==> config.mk <==
export PLATFORM = sky130hd
export DESIGN_NAME = pll_lock_irq_regs
export DESIGN_NICKNAME = d
export VERILOG_FILES = /design/src/rtl/pll_lock_pkg.sv /design/src/rtl/pll_lock_sync.sv /design/src/rtl/pll_lock_edge.sv /design/src/rtl/pll_lock_irq_regs.sv
export SDC_FILE = /design/constraint.sdc
export NUM_CORES = 1
export LEC_CHECK = 0
export ABC_AREA = 1
export BUFFER_PORTS_ARGS = -buffer_cell sky130_fd_sc_hd__buf_4
export CORE_MARGIN = 5
export CORE_UTILIZATION = 27
export CTS_CLUSTER_DIAMETER = 40
export CTS_CLUSTER_SIZE = 40
export DETAILED_ROUTE_END_ITERATION = 8
export GPL_TIMING_DRIVEN = 1
export PLACE_DENSITY_LB_ADDON = 0.15
export SKIP_CTS_REPAIR_TIMING = 1
export SLEW_MARGIN = 10
export SYNTH_ARGS = -nofsm -noshare
export SYNTH_HDL_FRONTEND = slang
export SYNTH_SLANG_ARGS = --single-unit
export TNS_END_PERCENT = 100
==> constraint.sdc <==
create_clock -name clk -period 1 [get_ports clk]
set_input_delay 0.2 -clock clk [delete_from_list [all_inputs] [get_ports clk]]
set_output_delay 0.2 -clock clk [all_outputs]
set_load 0.02 [all_outputs]
==> src/rtl/pll_lock_pkg.sv <==
package pll_lock_pkg;

    // Field positions inside the register; software decodes these
    localparam int BIT_EN     = 0;
    localparam int BIT_IE_UNL = 1;
    localparam int BIT_IE_LK  = 2;
    localparam int BIT_UNL    = 3;
    localparam int BIT_LK     = 4;
    localparam int USED_BITS  = 5;

    typedef struct packed {
        logic en;
        logic ie_unl;
        logic ie_lk;
        logic unl_flag;
        logic lk_flag;
        logic irq;
    } pll_regs_t;

endpackage

==> src/rtl/pll_lock_sync.sv <==
module pll_lock_sync #(
    parameter int STAGES = 2
) (
    input  logic clk,
    input  logic rst_n,
    input  logic async_in,
    output logic sync_out
);
    logic [STAGES-1:0] chain_d, chain_q;

    generate
        if (STAGES == 1) begin : g_single
            always_comb chain_d = async_in;
        end else begin : g_multi
            always_comb chain_d = {chain_q[STAGES-2:0], async_in};
        end
    endgenerate

    always_ff @(posedge clk or negedge rst_n) begin
        if (!rst_n) chain_q <= '0;
        else        chain_q <= chain_d;
    end

    assign sync_out = chain_q[STAGES-1];
endmodule

==> src/rtl/pll_lock_edge.sv <==
module pll_lock_edge (
    input  logic clk,
    input  logic rst_n,
    input  logic level,
    output logic rise,
    output logic fall
);
    logic prev_d, prev_q;

    always_comb prev_d = level;

    always_ff @(posedge clk or negedge rst_n) begin
        if (!rst_n) prev_q <= 1'b0;
        else        prev_q <= prev_d;
    end

    assign rise = level & ~prev_q;
    assign fall = ~level & prev_q;
endmodule

==> src/rtl/pll_lock_irq_regs.sv <==
module pll_lock_irq_regs
    import pll_lock_pkg::*;
#(
    parameter int                ADDR_W      = 4,
    parameter int                DATA_W      = 8,
    parameter int                SEL_W       = 2,
    parameter int                SYNC_STAGES = 2,
    parameter logic [ADDR_W-1:0] REG_ADDR    = '0,
    parameter logic [SEL_W-1:0]  SEL_PLL     = 2'b01
) (
    input  logic              clk,
    input  logic              rst_n,
    input  logic [ADDR_W-1:0] bus_addr,
    input  logic              bus_wr,
    input  logic              bus_rd,
    input  logic [DATA_W-1:0] bus_wdata,
    output logic [DATA_W-1:0] bus_rdata,
    input  logic              lock_in,
    input  logic [SEL_W-1:0]  clk_sel,
    output logic              pll_en,
    output logic              irq
);
    pll_regs_t r_d, r_q;

    logic lock_sync, lock_rise, lock_fall;
    logic addr_hit, rd_hit, wr_hit, pll_is_clock;
    logic st_en, st_ie_unl, st_ie_lk, st_unl, st_lk;

    pll_lock_sync #(.STAGES(SYNC_STAGES)) u_sync (
        .clk      (clk),
        .rst_n    (rst_n),
        .async_in (lock_in),
        .sync_out (lock_sync)
    );

    pll_lock_edge u_edge (
        .clk   (clk),
        .rst_n (rst_n),
        .level (lock_sync),
        .rise  (lock_rise),
        .fall  (lock_fall)
    );

    assign st_en     = r_q.en;
    assign st_ie_unl = r_q.ie_unl;
    assign st_ie_lk  = r_q.ie_lk;
    assign st_unl    = r_q.unl_flag;
    assign st_lk     = r_q.lk_flag;

    always_comb begin
        addr_hit     = (bus_addr == REG_ADDR);
        rd_hit       = bus_rd && addr_hit;
        wr_hit       = bus_wr && addr_hit;
        pll_is_clock = (clk_sel == SEL_PLL);

        r_d = r_q;
        // interrupt registered from the present state
        r_d.irq      = (r_q.unl_flag & r_q.ie_unl) | (r_q.lk_flag & r_q.ie_lk);
        // a new event wins over a clearing read
        r_d.unl_flag = (r_q.unl_flag & ~rd_hit) | lock_fall;
        r_d.lk_flag  = (r_q.lk_flag  & ~rd_hit) | lock_rise;

        if (wr_hit) begin
            r_d.ie_unl = bus_wdata[BIT_IE_UNL];
            r_d.ie_lk  = bus_wdata[BIT_IE_LK];
            if (bus_wdata[BIT_EN] || !pll_is_clock) begin
                r_d.en = bus_wdata[BIT_EN];
            end
        end
    end

    always_ff @(posedge clk or negedge rst_n) begin
        if (!rst_n) r_q <= '0;
        else        r_q <= r_d;
    end

    always_comb begin
        bus_rdata = '0;
        if (rd_hit) begin
            bus_rdata[BIT_EN]     = st_en;
            bus_rdata[BIT_IE_UNL] = st_ie_unl;
            bus_rdata[BIT_IE_LK]  = st_ie_lk;
            bus_rdata[BIT_UNL]    = st_unl;
            bus_rdata[BIT_LK]     = st_lk;
        end
    end

    assign pll_en = r_q.en;
    assign irq    = r_q.irq;
endmodule

==> key figures, run 1 <==
Place
  • Detail Placement HPWL: 691 um
  • Placed instance count: 84
  • Cell Area, Placed: 627 um2
  • Place WS: -0.0452 ns
  • Input/output buffers: 20
  • GP Congestion: 0.696

Clock tree
  • Clock sink total: 9
  • Worst-path clk slew: 0.06 ns
  • Clock Path Buffers: 2
  • Latest clock arrival within the worst-skew pair: 0.26 ns
  • Htree depth: 1
  • CTS Buf Count: 3
  • CTS tree: done
  • Root buffer cell: clkbuf_4

Pwr
  • Worst VDD drop: 0.807 mV
  • PwrDens: 1380 nW/um2
  • Leakage: 0.378 nW

Logic synthesis
  • EDFF count, synth: 0
  • Syn. warnings: 0
  • Syn Area/Cell: 9.71 um2
  • Netlist Area Pre-Place: 447 um2
  • FF+latch count, synth: 9
  • Seq/Total Area, Yosys: 50.4%
  • Post-synth top area share: 50.4%
  • Synth top area cells: dfrtp_1, nand3_4, inv_1
  • Top FF cell, synth: dfrtp_1
  • Cell type with the largest total area after synthesis: dfrtp_1
  • Library cells used by synthesis: 15
  • Cells after Synth: 46
  • Top post-synthesis cells by count: dfrtp_1, inv_1, nand2_1
  • Post-synthesis async set-or-reset flop share: 100%

Routing
  • DRC: 0
  • Routed vias/inst: 4.04
  • Initial DRC Count: 8
  • DRT Wirelength: 821 um
  • Routed len/inst: 8.83 um
  • Final ANT Viol Nets: 0
  • Routed vias: 376
  • DRT Pass-1 Iters: 4

Final layout
  • Ant diodes: 0
  • Filler Cells Inserted: 149
  • Reg area: 225 um2
  • Non-Filler Instances: 93
  • Layout cell share with drive strength beyond 1: 57.1%
  • Area occupied by multi-input gates: 183 um2
  • Design area: 719 um2
  • NumNets Final: 97
  • Area Overhead vs Synth: 61.1%

Die
  • Core area: 1540 um2
  • Die X: 50.7 um
  • Die Y: 50.7 um
  • Starting Density: 29.0%
  • Top Ports: 29
  • Die ar.: 2570 um2
  • Row count: 14

STA
  • Minimum clock period: 1.10 ns
  • Final number of setup-violating endpoints: 6
  • Worst Skew: 0.00588 ns
  • Hold Fails Final Rpt: 0
  • PnR worst setup slack: -0.0969 ns
  • Achievable Freq: 912 MHz
  • Tcrit/Tclk final: 110%
  • RSZ-0062 raised after global routing: yes
  • Slew Limit Fails: 0

Global routing
  • Largest net degree at the start of global routing: 10
  • Antenna violations before repair: 0
  • GRT Residual Overflow: 0
  • Gr usage total: 7.22%
  • Number of global-route vias before repair: 312
  • First-pass GRT wire length: 1350 um

Critical path
  • WP data required: 0.80 ns
  • CP Cell Sequence: inv_2 > nor2_2 > buf_6
  • Crit path capture type: primary output
  • WS Path Type: flop to primary output
  • Critical path's largest stage delay: 0.39 ns
  • CP arrival: 0.90 ns
  • Worst setup SP type: flop
  • Critical-path top delay cell: dfrtp_1
  • CP Max Fanout: 3

Run status
  • Outcome: finished, violations left
  • Failing checks: setup timing

Hold path
  • Worst Hold Class: input port to flop

Job
  • Number of max-cap violations: 0
==> cell families after synthesis <==
group / synth area share, %
AND/OR/NAND/NOR: 30.5
buffers and inverters: 12.6
flip-flops: 50.4
AO/OA/AOI/OAI: 5.60
other: 0.840
==> final timing paths <==
check / startpoint / to / slack, ns / cells after the start
worst max-delay path: pll_en$_DFFE_PN0P_ / bus_rdata[0] / -0.1 / 3
worst min-delay path: lock_in / u_sync.chain_q[0]$_DFF_PN0_ / 0.05 / 1
worst max register to register: pll_en$_DFFE_PN0P_ / pll_en$_DFFE_PN0P_ / 0.26 / 3
worst min register to register: u_sync.chain_q[0]$_DFF_PN0_ / u_sync.chain_q[1]$_DFF_PN0_ / 0.35 / 0
max in group asynchronous: rst_n / st_ie_unl$_DFFE_PN0P_ / 0.57 / 2
min in group asynchronous: rst_n / st_lk$_DFF_PN0_ / 0.29 / 2
==> routing by layer <==
| metal | track usage, % | vias to the layer above | part of all wire (%) |
|---|---|---|---|
| li1 | - | 199 | - |
| met1 | 8.78 | 161 | 43 |
| met2 | 9.30 | 16 | 46 |
| met3 | 5.92 | 0 | 11 |
| met4 | 2.55 | 0 | 0 |
| met5 | 0 | - | 0 |
==> through the flow <==
| stage | power, mW | hold slack (ns) | setup TNS [ns] | utilization, % |
|---|---|---|---|---|
| after global routing | 1.08 | 0.0293 | -0.822 | 46.7 |
| after CTS | 0.946 | -0.252 | -0.675 | 42.4 |
| after global placement | 0.665 | 0.0296 | -0.158 | 40.7 |
| final | 0.994 | 0.0535 | -0.444 | 46.7 |
| after detailed placement | 0.666 | 0.0315 | -0.129 | 40.7 |
| after floorplan | 0.561 | -0.0956 | 0 | - |
==> sequential cells by signal, summed over array words and instances (netlist names) <==
register        count
u_sync.chain_q      2
st_unl              1
pll_en              1
st_lk               1
st_ie_lk            1
u_edge.prev_q       1
st_ie_unl           1
irq                 1
==> area by class of cell <==
type                            instances  area share, %
Clock buffer                            4           3.65
Inverter                                9           4.70
Multi-Input combinational cell         27           25.4
Sequential cell                         9           31.3
Tap cell                               16           2.78
Timing Repair Buffer                   28           32.2
==> worst max-delay path: cells and delay by family, from the launching register on <==
| family | cells | cell delay [ns] |
|---|---|---|
| and+or+nand+nor | 1 | 0.08 |
| DFF | 1 | 0.39 |
| buffers and inverters | 2 | 0.17 |
==> placed cells by master, fill, tap and decap left out <==
cell type,n
buf_4,22
buf_6,5
clkbuf_1,1
clkbuf_4,3
conb_1,3
dfrtp_1,9
dlygate4sd3_1,1
inv_1,4
inv_2,5
nand2_1,8
nand2_2,1
nand3_4,2
nand4_1,2
nor2_1,2
nor2_2,2
nor2_4,2
nor2_8,1
o21ai_1,2
o21ai_2,1
o22ai_1,1
==> power breakdown <==
part	internal [mW]	total, mW	switching, mW
clock network	0.153	0.269	0.116
registers	0.412	0.444	0.0312
logic	0.151	0.282	0.130
Note: power is estimated with default switching activity, not from simulation.
==> run 2, diff against run 1 <==
- CELL_PAD_IN_SITES_DETAIL_PLACEMENT: unset -> 1
- CELL_PAD_IN_SITES_GLOBAL_PLACEMENT: unset -> 2
- CORE_UTILIZATION: 27 -> 22
==> key figures, run 2 (synthesized netlist as in run 1, its figures left out) <==
Run status
  • Outcome: finished, violations left
  • Failing checks: setup timing

Clock tree
  • Htree depth: 1
  • Clock sink total: 9
  • Latest clock arrival within the worst-skew pair: 0.25 ns
  • CTS tree: done
  • Root buffer cell: clkbuf_4
  • Worst-path clk slew: 0.06 ns
  • CTS Buf Count: 3
  • Clock Path Buffers: 2

Final layout
  • Max FFs per register: 2
  • Filler Cells Inserted: 239
  • Ant diodes: 0
  • Most common cell after layout, fill and taps aside: buf_4
  • Top reg by flops: u_sync.chain_q
  • Design area: 753 um2
  • Layout cell share with drive strength beyond 1: 59.5%
  • Reg area: 225 um2
  • Area Overhead vs Synth: 68.6%
  • Area occupied by multi-input gates: 188 um2
  • NumNets Final: 99
  • Most frequent cells in the layout: buf_4, dfrtp_1, nand2_1

STA
  • Slew Limit Fails: 0
  • Worst Skew: 0.000596 ns
  • Tcrit/Tclk final: 109%
  • RSZ-0062 raised after global routing: yes
  • Final number of setup-violating endpoints: 6
  • Minimum clock period: 1.09 ns
  • PnR worst setup slack: -0.0853 ns
  • Achievable Freq: 921 MHz
  • Hold Fails Final Rpt: 0

Critical path
  • Cell family with most CP delay: flip-flops
  • Crit path capture type: primary output
  • CP Max Fanout: 2
  • Worst setup SP type: flop
  • CP Cell Sequence: inv_2 > nor2_4 > buf_6
  • Worst r2r src: st_ie_unl$_DFFE_PN0P_
  • Critical-path top delay cell: dfrtp_1
  • CP arrival: 0.89 ns
  • WS Path Type: flop to primary output
  • WP buf/inv: 2
  • Crit path from: st_ie_lk$_DFFE_PN0P_
  • WP data required: 0.80 ns
  • Critical path's largest stage delay: 0.39 ns

Global routing
  • Number of global-route vias before repair: 423
  • Antenna violations before repair: 0
  • GRT Residual Overflow: 0
  • Largest net degree at the start of global routing: 10
  • Gr usage total: 7.33%
  • First-pass GRT wire length: 1610 um

Pwr
  • PwrDens: 1320 nW/um2
  • Worst VDD drop: 0.608 mV
  • Leakage: 0.386 nW

Die
  • Core area: 1940 um2
  • Starting Density: 23.0%
  • Top Ports: 29
  • Die ar.: 3030 um2
  • Die Y: 55.1 um
  • Row count: 16
  • Die X: 55.1 um

Hold path
  • Min-Delay Startpoint: lock_in
  • Worst Hold Class: input port to flop

Routing
  • Routed len/inst: 9.81 um
  • DRT Pass-1 Iters: 1
  • Routed vias/inst: 3.67
  • Final ANT Viol Nets: 0
  • Initial DRC Count: 0
  • Routed vias: 389
  • DRC: 0
  • DRT Wirelength: 1040 um

Place
  • Cell Area, Placed: 641 um2
  • Detail Placement HPWL: 834 um
  • GP Congestion: 0.611
  • Input/output buffers: 20
  • Place WS: -0.0554 ns

Job
  • Number of max-cap violations: 0
[run 2: changes by cell type in the layout (fill, tap and decap cells not counted)]
cell	delta
buf_4	+2
nor2_1	-2
nor2_2	+2
inv_1	+1
inv_2	-1
[run 2: metrics by stage]
step / instances / utilization, % / hold WS, ns / TNS [ns] / power [mW]
global route: 106 / 38.8 / 0.0410 / -0.710 / 1.07
global placement: 95 / 33.0 / 0.0292 / -0.225 / 0.671
finish: 106 / 38.8 / 0.0531 / -0.394 / 0.993
detailed placement: 95 / 33.0 / 0.0289 / -0.229 / 0.672
floorplan: 48 / - / -0.0956 / 0 / 0.561
CTS: 99 / 34.3 / -0.247 / -0.655 / 0.953
[run 2: metal layers]
layer	vias up	part of all wire (%)	GRT usage, %
met3	0	9.1	1.88
met4	0	0	2.43
met5	-	0	0
met1	177	38	7.84
met2	13	53	13.8
li1	199	-	-
[run 2: final cells by class]
class                   count  area share, %
inverters                   9           4.49
well taps                  27           4.49
repair buffers             30           32.7
multi-input cells          27           24.9
flip-flops and latches      9           29.9
clock buffers               4           3.49
[run 2: report_power, final]
| group | switching, mW | leakage, nW | internal, mW |
|---|---|---|---|
| combinational | 0.138 | 0.267 | 0.144 |
| sequential | 0.0281 | 0.103 | 0.412 |
| clock | 0.118 | 0.0150 | 0.153 |
[run 2: final timing paths]
| check | endpoint | slack [ns] | cells past startpoint |
|---|---|---|---|
| worst max-delay path | bus_rdata[2] | -0.09 | 3 |
| worst min-delay path | u_sync.chain_q[0]$_DFF_PN0_ | 0.05 | 1 |
| worst max register to register | irq$_DFF_PN0_ | 0.26 | 3 |
| worst min register to register | u_sync.chain_q[1]$_DFF_PN0_ | 0.36 | 0 |
| max in group asynchronous | st_lk$_DFF_PN0_ | 0.57 | 2 |
| min in group asynchronous | st_ie_lk$_DFFE_PN0P_ | 0.30 | 2 |
